<file path="src/rtl/tap_ir_pkg.sv">
package tap_ir_pkg;

    localparam int IR_W = 6;

    localparam logic [IR_W-1:0] OP_IDCODE   = IR_W'(1);
    localparam logic [IR_W-1:0] CAPTURE_PAT = IR_W'(1);

    typedef enum logic [3:0] {
        S_RESET, S_IDLE,
        S_SEL_DR, S_CAP_DR, S_SH_DR, S_EX1_DR, S_PAU_DR, S_EX2_DR, S_UPD_DR,
        S_SEL_IR, S_CAP_IR, S_SH_IR, S_EX1_IR, S_PAU_IR, S_EX2_IR, S_UPD_IR
    } tap_state_e;

    typedef struct packed {
        logic tlr;
        logic cap_ir;
        logic sh_ir;
        logic upd_ir;
        logic cap_dr;
        logic sh_dr;
        logic upd_dr;
    } tap_strobe_t;

    function automatic tap_state_e tap_next(tap_state_e s, logic tms);
        tap_state_e n;
        case (s)
            S_RESET:  n = tms ? S_RESET  : S_IDLE;
            S_IDLE:   n = tms ? S_SEL_DR : S_IDLE;
            S_SEL_DR: n = tms ? S_SEL_IR : S_CAP_DR;
            S_CAP_DR: n = tms ? S_EX1_DR : S_SH_DR;
            S_SH_DR:  n = tms ? S_EX1_DR : S_SH_DR;
            S_EX1_DR: n = tms ? S_UPD_DR : S_PAU_DR;
            S_PAU_DR: n = tms ? S_EX2_DR : S_PAU_DR;
            S_EX2_DR: n = tms ? S_UPD_DR : S_SH_DR;
            S_UPD_DR: n = tms ? S_SEL_DR : S_IDLE;
            S_SEL_IR: n = tms ? S_RESET  : S_CAP_IR;
            S_CAP_IR: n = tms ? S_EX1_IR : S_SH_IR;
            S_SH_IR:  n = tms ? S_EX1_IR : S_SH_IR;
            S_EX1_IR: n = tms ? S_UPD_IR : S_PAU_IR;
            S_PAU_IR: n = tms ? S_EX2_IR : S_PAU_IR;
            S_EX2_IR: n = tms ? S_UPD_IR : S_SH_IR;
            S_UPD_IR: n = tms ? S_SEL_DR : S_IDLE;
            default:  n = S_RESET;
        endcase
        return n;
    endfunction

    function automatic tap_strobe_t tap_decode(tap_state_e s);
        tap_strobe_t d;
        d.tlr    = (s == S_RESET);
        d.cap_ir = (s == S_CAP_IR);
        d.sh_ir  = (s == S_SH_IR);
        d.upd_ir = (s == S_UPD_IR);
        d.cap_dr = (s == S_CAP_DR);
        d.sh_dr  = (s == S_SH_DR);
        d.upd_dr = (s == S_UPD_DR);
        return d;
    endfunction

endpackage

</file>
<file path="src/rtl/tap_fsm.sv">
module tap_fsm
    import tap_ir_pkg::*;
(
    input  logic       tck,
    input  logic       trst_n,
    input  logic       tms,
    output tap_state_e state_o
);

    tap_state_e state_q;

    always_ff @(posedge tck or negedge trst_n) begin
        if (!trst_n) state_q <= S_RESET;
        else         state_q <= tap_next(state_q, tms);
    end

    assign state_o = state_q;

    // leaving reset with tms low lands in run-test/idle
    assert_tlr_exit_R1: assert property (@(posedge tck) disable iff (!trst_n)
        (state_q == S_RESET && !tms) |=> (state_q == S_IDLE));

    // select-IR with tms low enters capture-IR
    assert_sel_ir_R1: assert property (@(posedge tck) disable iff (!trst_n)
        (state_q == S_SEL_IR && !tms) |=> (state_q == S_CAP_IR));

    assert_five_ones_R2: assert property (@(posedge tck) disable iff (!trst_n)
        (tms && $past(tms, 1) && $past(tms, 2) && $past(tms, 3) && $past(tms, 4))
        |=> (state_q == S_RESET));

endmodule

</file>
<file path="src/rtl/ir_shift.sv">
module ir_shift
    import tap_ir_pkg::*;
#(
    parameter int W = IR_W
) (
    input  logic         tck,
    input  logic         trst_n,
    input  logic         tdi,
    input  tap_state_e   state_i,
    output logic [W-1:0] sr_o,
    output logic         so_o
);

    localparam logic [W-1:0] CAP_VAL = W'(CAPTURE_PAT);

    logic [W-1:0] sr_q;
    logic         so_q;

    always_ff @(posedge tck or negedge trst_n) begin
        if (!trst_n) begin
            sr_q <= CAP_VAL;
        end else begin
            case (state_i)
                S_CAP_IR: sr_q <= CAP_VAL;
                S_SH_IR:  sr_q <= {tdi, sr_q[W-1:1]};
                default:  sr_q <= sr_q;
            endcase
        end
    end

    always_ff @(negedge tck or negedge trst_n) begin
        if (!trst_n)                so_q <= 1'b0;
        else if (state_i == S_SH_IR) so_q <= sr_q[0];
    end

    assign sr_o = sr_q;
    assign so_o = so_q;

    assert_capture_R3: assert property (@(posedge tck) disable iff (!trst_n)
        (state_i == S_CAP_IR) |=> (sr_q == CAP_VAL));

    assert_shift_R4: assert property (@(posedge tck) disable iff (!trst_n)
        (state_i == S_SH_IR) |=> (sr_q == {$past(tdi), $past(sr_q[W-1:1])}));

    assert_serial_out_R4: assert property (@(negedge tck) disable iff (!trst_n)
        (state_i == S_SH_IR) |=> (so_q == $past(sr_q[0])));

endmodule

</file>
<file path="src/rtl/ir_hold.sv">
module ir_hold
    import tap_ir_pkg::*;
#(
    parameter int W = IR_W
) (
    input  logic         tck,
    input  logic         trst_n,
    input  tap_state_e   state_i,
    input  logic [W-1:0] sr_i,
    output logic [W-1:0] cur_o
);

    localparam logic [W-1:0] ID_VAL = W'(OP_IDCODE);

    logic [W-1:0] cur_q;

    always_ff @(negedge tck or negedge trst_n) begin
        if (!trst_n)                  cur_q <= ID_VAL;
        else if (state_i == S_RESET)  cur_q <= ID_VAL;
        else if (state_i == S_UPD_IR) cur_q <= sr_i;
    end

    assign cur_o = cur_q;

    assert_update_R5: assert property (@(negedge tck) disable iff (!trst_n)
        (state_i == S_UPD_IR) |=> (cur_q == $past(sr_i)));

    assert_hold_R6: assert property (@(negedge tck) disable iff (!trst_n)
        (state_i != S_UPD_IR && state_i != S_RESET) |=> $stable(cur_q));

    assert_tlr_idcode_R7: assert property (@(negedge tck) disable iff (!trst_n)
        (state_i == S_RESET) |=> (cur_q == ID_VAL));

endmodule

</file>
<file path="src/rtl/tap_ir_top.sv">
module tap_ir_top
    import tap_ir_pkg::*;
#(
    parameter int W = IR_W
) (
    input  logic         tck,
    input  logic         trst_n,
    input  logic         tms,
    input  logic         tdi,
    output logic         ir_so,
    output logic [W-1:0] ir_cur,
    output logic         st_tlr,
    output logic         st_cap_ir,
    output logic         st_sh_ir,
    output logic         st_upd_ir,
    output logic         st_cap_dr,
    output logic         st_sh_dr,
    output logic         st_upd_dr
);

    tap_state_e   state;
    tap_strobe_t  strb;
    logic [W-1:0] sr;

    tap_fsm u_fsm (
        .tck     (tck),
        .trst_n  (trst_n),
        .tms     (tms),
        .state_o (state)
    );

    ir_shift #(.W(W)) u_shift (
        .tck     (tck),
        .trst_n  (trst_n),
        .tdi     (tdi),
        .state_i (state),
        .sr_o    (sr),
        .so_o    (ir_so)
    );

    ir_hold #(.W(W)) u_hold (
        .tck     (tck),
        .trst_n  (trst_n),
        .state_i (state),
        .sr_i    (sr),
        .cur_o   (ir_cur)
    );

    assign strb      = tap_decode(state);
    assign st_tlr    = strb.tlr;
    assign st_cap_ir = strb.cap_ir;
    assign st_sh_ir  = strb.sh_ir;
    assign st_upd_ir = strb.upd_ir;
    assign st_cap_dr = strb.cap_dr;
    assign st_sh_dr  = strb.sh_dr;
    assign st_upd_dr = strb.upd_dr;

endmodule

</file>
<file path="config.mk">
export PLATFORM = sky130hd
export DESIGN_NAME = tap_ir_top
export DESIGN_NICKNAME = d
export VERILOG_FILES = /design/src/rtl/tap_ir_pkg.sv /design/src/rtl/tap_fsm.sv /design/src/rtl/ir_shift.sv /design/src/rtl/ir_hold.sv /design/src/rtl/tap_ir_top.sv
export SDC_FILE = /design/constraint.sdc
export NUM_CORES = 1
export LEC_CHECK = 0
export BUFFER_PORTS_ARGS = -buffer_cell sky130_fd_sc_hd__buf_2
export CAP_MARGIN = 20
export CORE_MARGIN = 1.5
export CORE_UTILIZATION = 48
export DETAILED_ROUTE_END_ITERATION = 16
export PLACE_DENSITY = 0.85
export SYNTH_ARGS = -nofsm -noshare
export SYNTH_HDL_FRONTEND = slang
export SYNTH_SLANG_ARGS = --single-unit
</file>
<file path="constraint.sdc">
create_clock -name tck -period 1.3 [get_ports tck]
set_input_delay 0 -clock tck [delete_from_list [all_inputs] [get_ports tck]]
set_output_delay 0 -clock tck [all_outputs]
set_load 0.01 [all_outputs]
</file>
==> results.tsv, run 1 <==
stage	metric	value	unit
grt	track_usage	27.5	%
run_status	violations	setup timing	
grt	first_global_vias	907	
setup_path	worstPathArrival	1.56	ns
setup_path	timing.rr.start	u_fsm.state_o[2]$_DFF_PN0_	
layout	n_antenna_cell	0	
placement	pre_cts_ws	-0.671	ns
setup_path	crit_chain	buf_4, nor3_2, nor2_1, o221ai_1	
synth	syn_nets	111	
detailed_routing	drc	0	
setup_path	startpoint_type	flip-flop	
clocking	cts_tree	yes	
setup_path	critical_path_buf_inv_count	1	
setup_path	crit_slowest_cell	dfrtp_1	
detailed_routing	via_per_inst	5.72	
min_path	min_path_type	input pin to flip-flop	
placement	portBuffers	17	
detailed_routing	detailedRoute.firstPassIterationCount	4	
timing	drv_slew	0	
setup_path	crit_start	u_fsm.state_o[2]$_DFF_PN0_	
setup_path	crit_end	u_hold.cur_o[0]$_DFFE_NN1P_	
synth	synth_cell_type_count	32	
power	vdd_drop_max	1.74	mV
setup_path	timing.critical_path.to_type	flip-flop	
setup_path	reg2regPathDepth	4	
run_status	status	finished, violations left	
grt	grt_pass1_wl	4.15	mm
layout	nFillCells	102	
layout	drive_above_1_share	62.3	%
timing	setup-violations-final	25	
timing	rsz0062_at_grt	true	
setup_path	path_depth	4	
grt	antenna_found_initial	0	
synth	avgSynthCellArea	9.07	um2
clocking	cts_sinks	17	
power	powerDensity	2600	mW/mm2
layout	layout.cells.non_filler	194	
synth	synth_seq_cells	17	
setup_path	regToRegSetupSlack	-0.67	ns
run	drv_cap	0	
timing	clock_skew	0.0580	ns
synth	synth_area	971	um2
die	num_io_pins	18	
setup_path	cp_max_fo	4	
die	die_area	0.00230	mm2
detailed_routing	routed_wl	3.61	mm
power	power_leakage	0.000821	uW
synth	synth_area_leaders	dfrtp_1, dfrtn_1, dfstp_2	
clocking	cts_root_buffer	clkbuf_4	
setup_path	path_delay_family	flip-flops	
detailed_routing	ant_nets	0	
layout	layout.nets	172	
die	row_count	16	
clocking	clk_latency	0.36	ns
clocking	clk_pin_slew	0.10	ns
die	start_util	50.0	%
layout	syn_to_final_growth	71.6	%
placement	gp_congestion	0.775	
die	core-area	0.00194	mm2
timing	max-slew-margin-rel	79.7	%
clocking	numCtsBuffers	3	
synth	synth_top_cell_by_area	dfrtp_1	
detailed_routing	drtIter0Drc	38	
die	die_h	48.0	um
clocking	h-tree-depth	1	
grt	overflow	0	
placement	dpl.hpwl	1.78	mm
setup_path	crit_path_max_incr_delay	0.45	ns
clocking	cts_buffer_depth	2	
synth	synth_top_area_share	23.2	%
synth	synthCells	107	
setup_path	timing.rr.end	u_hold.cur_o[0]$_DFFE_NN1P_	
die	dieWidth	48.0	um
placement	numPlacedInstances	166	
timing	layout_setup_ws	-0.665	ns
grt	grt_max_degree	13	
timing	worst_pin_slew	0.305	ns
detailed_routing	vias	1109	
setup_path	worst_ep_required_time	0.90	ns
detailed_routing	wire_per_inst	18.6	um
synth	synth_warnings	0	
synth	ys_seq_area_share	44.1	%
setup_path	crit_type	flip-flop to flip-flop	
timing	hold_viol	0	
==> Yosys cell counts <==
cell type and number:
nand2_1 14, nor2_1 13, dfrtp_1 9, a21oi_1 8, buf_4 6, dfrtn_1 6
o21ai_1 6, o22ai_1 6, inv_1 5, nor3_1 4, buf_6 3, a2111oi_2 2
dfstp_2 2, nand2b_1 2, nor2b_1 2, nor4_1 2, o221ai_1 2, a211o_1 1
a22o_1 1, and3_2 1, buf_2 1, clkbuf_1 1, mux2_2 1, nand3b_1 1
nand3b_4 1, nand4_1 1, nor3_2 1, nor3b_1 1, o211a_1 1, o21ai_0 1
or3_4 1, xor2_1 1
==> worst min-delay path by stage <==
stage,from,to,slack (ns),cells after the start
after detailed placement,trst_n,u_fsm.state_o[1]$_DFF_PN0_,-0.10,1
after CTS,tms,u_fsm.state_o[0]$_DFF_PN0_,0.07,2
after global routing,tms,u_fsm.state_o[0]$_DFF_PN0_,0.12,2
after floorplan,trst_n,u_fsm.state_o[0]$_DFF_PN0_,-0.30,0
after global placement,trst_n,u_fsm.state_o[1]$_DFF_PN0_,-0.11,1
final,tms,u_fsm.state_o[0]$_DFF_PN0_,0.10,2
==> per-stage QoR <==
stage / area, um2 / util [%] / hold slack (ns) / total power [uW] / TNS [ns]
after global routing: 1670 / 85.8 / 0.120 / 4540 / -9.36
after CTS: 1490 / 76.7 / 0.0653 / 3620 / -7.34
final: 1670 / 85.8 / 0.104 / 4330 / -8.34
after global placement: 1230 / 63.6 / -0.109 / 2660 / -4.31
after detailed placement: 1230 / 63.6 / -0.102 / 2750 / -4.93
after floorplan: 1010 / - / -0.296 / 2130 / -3.90
==> logic make-up (layout without fill, tap and decap cells) <==
family	Yosys count	after routing	share of synthesized area, %
AOI/OAI and AO/OA	28	28	19.3
xor gates and xnor gates	1	1	0.902
buffers and inverters	16	76	11.0
DFF	17	17	44.1
muxes	1	1	1.16
and+or+nand+nor	44	44	23.6
==> cell type report <==
cell class	count	area, um2	area share (%)
clock buffers	3	22.5	1.35
inverters	4	17.5	1.05
clock inverters	2	8.76	0.526
multi-input cells	74	607	36.4
well taps	27	33.8	2.03
flip-flops and latches	17	430	25.8
repair buffers	67	547	32.8
==> metal layers <==
| metal | track usage [%] | routed length [um] | vias up |
|---|---|---|---|
| met3 | 4.53 | 194 | 13 |
| met5 | 0 | 0 | - |
| li1 | - | - | 495 |
| met1 | 29.7 | 1430 | 548 |
| met4 | 14.1 | 106 | 0 |
| met2 | 50.9 | 1880 | 53 |
==> sequential cells by signal, summed over array words and instances, names as in the netlist <==
name and flops:
u_fsm.state_o 4, u_hold.cur_o 6, u_shift.sr_o 6, u_shift.so_o 1
==> placed cells by master, fill, tap and decap left out, drive strengths merged, types with 2 or more instances in the layout <==
| cell type | instances |
|---|---|
| a2111oi | 2 |
| a21oi | 8 |
| buf | 64 |
| clkbuf | 4 |
| dfrtn | 6 |
| dfrtp | 9 |
| dfstp | 2 |
| dlygate4sd3 | 2 |
| inv | 5 |
| nand2 | 14 |
| nand2b | 2 |
| nand3b | 2 |
| nor2 | 13 |
| nor2b | 2 |
| nor3 | 5 |
| nor4 | 2 |
| o21ai | 7 |
| o221ai | 2 |
| o22ai | 6 |
==> timing repair <==
action | in CTS | in global routing
buffers inserted | 14 | 9
endpoints found under the hold margin | 11 | 0
gates cloned | 0 | 1
pin swaps | 16 | 12
resized for setup | 26 | 20
hold buffers | 2 | 0
setup endpoints to repair | 25 | 25
==> power by group <==
group          internal (uW)  switching, uW
Sequential               745            198
Clock                    119            187
Combinational           1620           1460
Note: power is estimated with default switching activity, not from simulation.
==> inputs of run 2 (changes only) <==
ABC_AREA = 1   (was default)
CORE_UTILIZATION = 47   (was 48)
==> run 2 against run 1 <==
  * The flow still finishes with violations (setup timing)
  * Sequential share of layout area grew 0.95 points
  * First-iteration DRC count grew 7.9%
  * Register-to-register slack gained 0.24 ns
  * Clock skew grew 0.019 ns
  * Total power shrank 30%
  * Cell count grew 5.7%
  * Via count grew 5.2%
  * Highest routed layer unchanged
==> results.tsv, run 2 <==
stage	metric	value	unit
synth	synth-edff-count	0	
placement	numPlacedInstances	174	
synth	syn_nets	116	
layout	layout.cells.non_filler	205	
layout	layout_common_cells	buf_4, nand2_1, buf_6	
clocking	clk_latency	0.38	ns
grt	grt_max_degree	14	
die	core-area	0.00175	mm2
timing	hold_viol	0	
setup_path	crit_type	flip-flop to flip-flop	
power	power_leakage	0.000862	uW
detailed_routing	drc	0	
setup_path	worstPathArrival	1.37	ns
die	die_h	46.4	um
die	row_count	15	
setup_path	crit_slowest_cell	dfrtp_2	
detailed_routing	routed_wl	3.83	mm
setup_path	startpoint_type	flip-flop	
power	p_sw_share	45.8	%
layout	drive_above_1_share	63.3	%
min_path	min_path_type	input pin to asynchronous set/reset pin	
placement	dpl.hpwl	1.82	mm
synth	yosys-top-cells-count	nand2_1, inv_1, nand3_1, dfrtp_1, nor2_1	
timing	hold_slack	0.116	ns
die	dieWidth	46.4	um
synth	synth_warnings	0	
grt	grt_pass1_wl	3.95	mm
power	vdd_drop_max	1.62	mV
synth	synth_top_cell_by_area	dfrtp_1	
setup_path	worst_ep_required_time	0.95	ns
setup_path	reg2regPathDepth	5	
placement	portBuffers	17	
synth	ys_seq_area_share	48.4	%
detailed_routing	vias	1167	
synth	synth_top_area_share	25.5	%
synth	synth_area_leaders	dfrtp_1, dfrtn_1, nand2_1	
power	p_total	3050	uW
clocking	cts_buffer_depth	2	
setup_path	timing.critical_path.to_type	flip-flop	
synth	yosysMostFrequentCell	nand2_1	
timing	layout_setup_ws	-0.422	ns
setup_path	crit_start	u_fsm.state_o[1]$_DFF_PN0_	
timing	setup-violations-final	31	
grt	antenna_found_initial	0	
synth	synth_seq_cells	17	
timing	clock_skew	0.0766	ns
grt	first_global_vias	969	
detailed_routing	detailedRoute.firstPassIterationCount	4	
setup_path	timing.rr.start	u_fsm.state_o[1]$_DFF_PN0_	
setup_path	crit_path_max_incr_delay	0.47	ns
setup_path	crit_chain	nor2_4, nand2_4, nand2_2, nor2_1, a21oi_1	
synth	ys_async_sr_fraction	100	%
power	seqPwrFrac	27.3	%
timing	max-slew-margin-rel	80.8	%
timing	tns	-6.45	ns
detailed_routing	ant_nets	0	
timing	rsz0062_at_grt	true	
grt	track_usage	27.4	%
clocking	numCtsBuffers	3	
run_status	violations	setup timing	
detailed_routing	drtIter0Drc	41	
clocking	cts_tree	yes	
run_status	status	finished, violations left	
grt	overflow	0	
layout	layout.nets	185	
die	start_util	50.6	%
die	die_area	0.00215	mm2
power	power_frac_comb	62.1	%
layout	layout_commonest_cell	buf_4	
synth	synthCells	112	
power	power.share.clock	10.6	%
synth	avgSynthCellArea	7.89	um2
layout	syn_to_final_growth	83.0	%
clocking	h-tree-depth	1	
layout	n_antenna_cell	0	
clocking	clk_pin_slew	0.11	ns
detailed_routing	via_per_inst	5.69	
run	drv_cap	0	
power	powerDensity	1880	mW/mm2
power	p_switching	1400	uW
synth	synth_top_flop_cell	dfrtp_1	
synth	synth_area	883	um2
placement	gp_congestion	0.914	
synth	synth_cell_type_count	21	
timing	drv_slew	0	
setup_path	cp_max_fo	7	
clocking	cts_sinks	17	
clocking	cts_root_buffer	clkbuf_4	
power	p_int	1650	uW
timing	worst_pin_slew	0.288	ns
layout	nFillCells	64	
die	num_io_pins	18	
detailed_routing	wire_per_inst	18.7	um
run 2: critical path: cells and delay by family (launching register included):
kind	cells	cell delay, ns
compound gates	1	0.18
flops	1	0.47
simple gates	4	0.41
run 2: power groups by stage:
stage                     Sequential (uW)  Combinational (uW)  Clock [uW]
after CTS                             763                1310         297
after global placement                759                1120        9.63
after floorplan                       779                 619        9.63
after global routing                  837                2020         353
after detailed placement              769                1180        9.63
final                                 832                1890         324
run 2: per-layer routing:
layer	vias up	part of all wire (%)	track usage [%]
li1	499	-	-
met1	552	34	26.3
met2	85	51	48.9
met3	31	8.4	5.49
met4	0	6.7	23.4
met5	-	0	0
run 2: stage by stage:
stage	worst slack (ns)	util [%]	area, um2
2_1_floorplan	-0.417	-	920
3_5_place_dp	-0.460	67.5	1180
4_1_cts	-0.388	76.2	1330
3_3_place_gp	-0.416	67.5	1180
6_report	-0.422	92.6	1620
5_1_grt	-0.475	92.6	1620
run 2: timing repair:
action	4_1_cts	5_1_grt
resized for setup	7	51
gates cloned	0	1
setup endpoints to repair	20	28
pin swaps	4	11
buffers inserted	8	16
endpoints found under the hold margin	13	0
hold buffers	3	0
run 2: cells by family after synthesis:
group / synth area share (%)
DFF: 48.4
and+or+nand+nor: 27.1
buffers and inverters: 9.77
AOI/OAI and AO/OA: 14.7
run 2: final cells by class:
class / instances / area, um2 / area share [%]
inverters: 19 / 92.6 / 5.73
repair buffers: 64 / 513 / 31.7
clock buffers: 3 / 22.5 / 1.39
clock inverters: 2 / 7.51 / 0.464
well taps: 25 / 31.3 / 1.93
multi-input cells: 75 / 517 / 32.0
flip-flops and latches: 17 / 433 / 26.8
run 2: worst paths after layout:
| path | end | slack [ns] |
|---|---|---|
| max | u_hold.cur_o[0]$_DFFE_NN1P_ | -0.42 |
| max reg2reg | u_hold.cur_o[0]$_DFFE_NN1P_ | -0.42 |
| min | u_shift.sr_o[2]$_DFFE_PN0P_ | 0.12 |
| max in group asynchronous | u_hold.cur_o[0]$_DFFE_NN1P_ | 0.32 |
| min reg2reg | u_shift.so_o$_DFFE_NN0N_ | 0.49 |
| min in group tck | u_shift.sr_o[5]$_DFFE_PN0P_ | 0.47 |
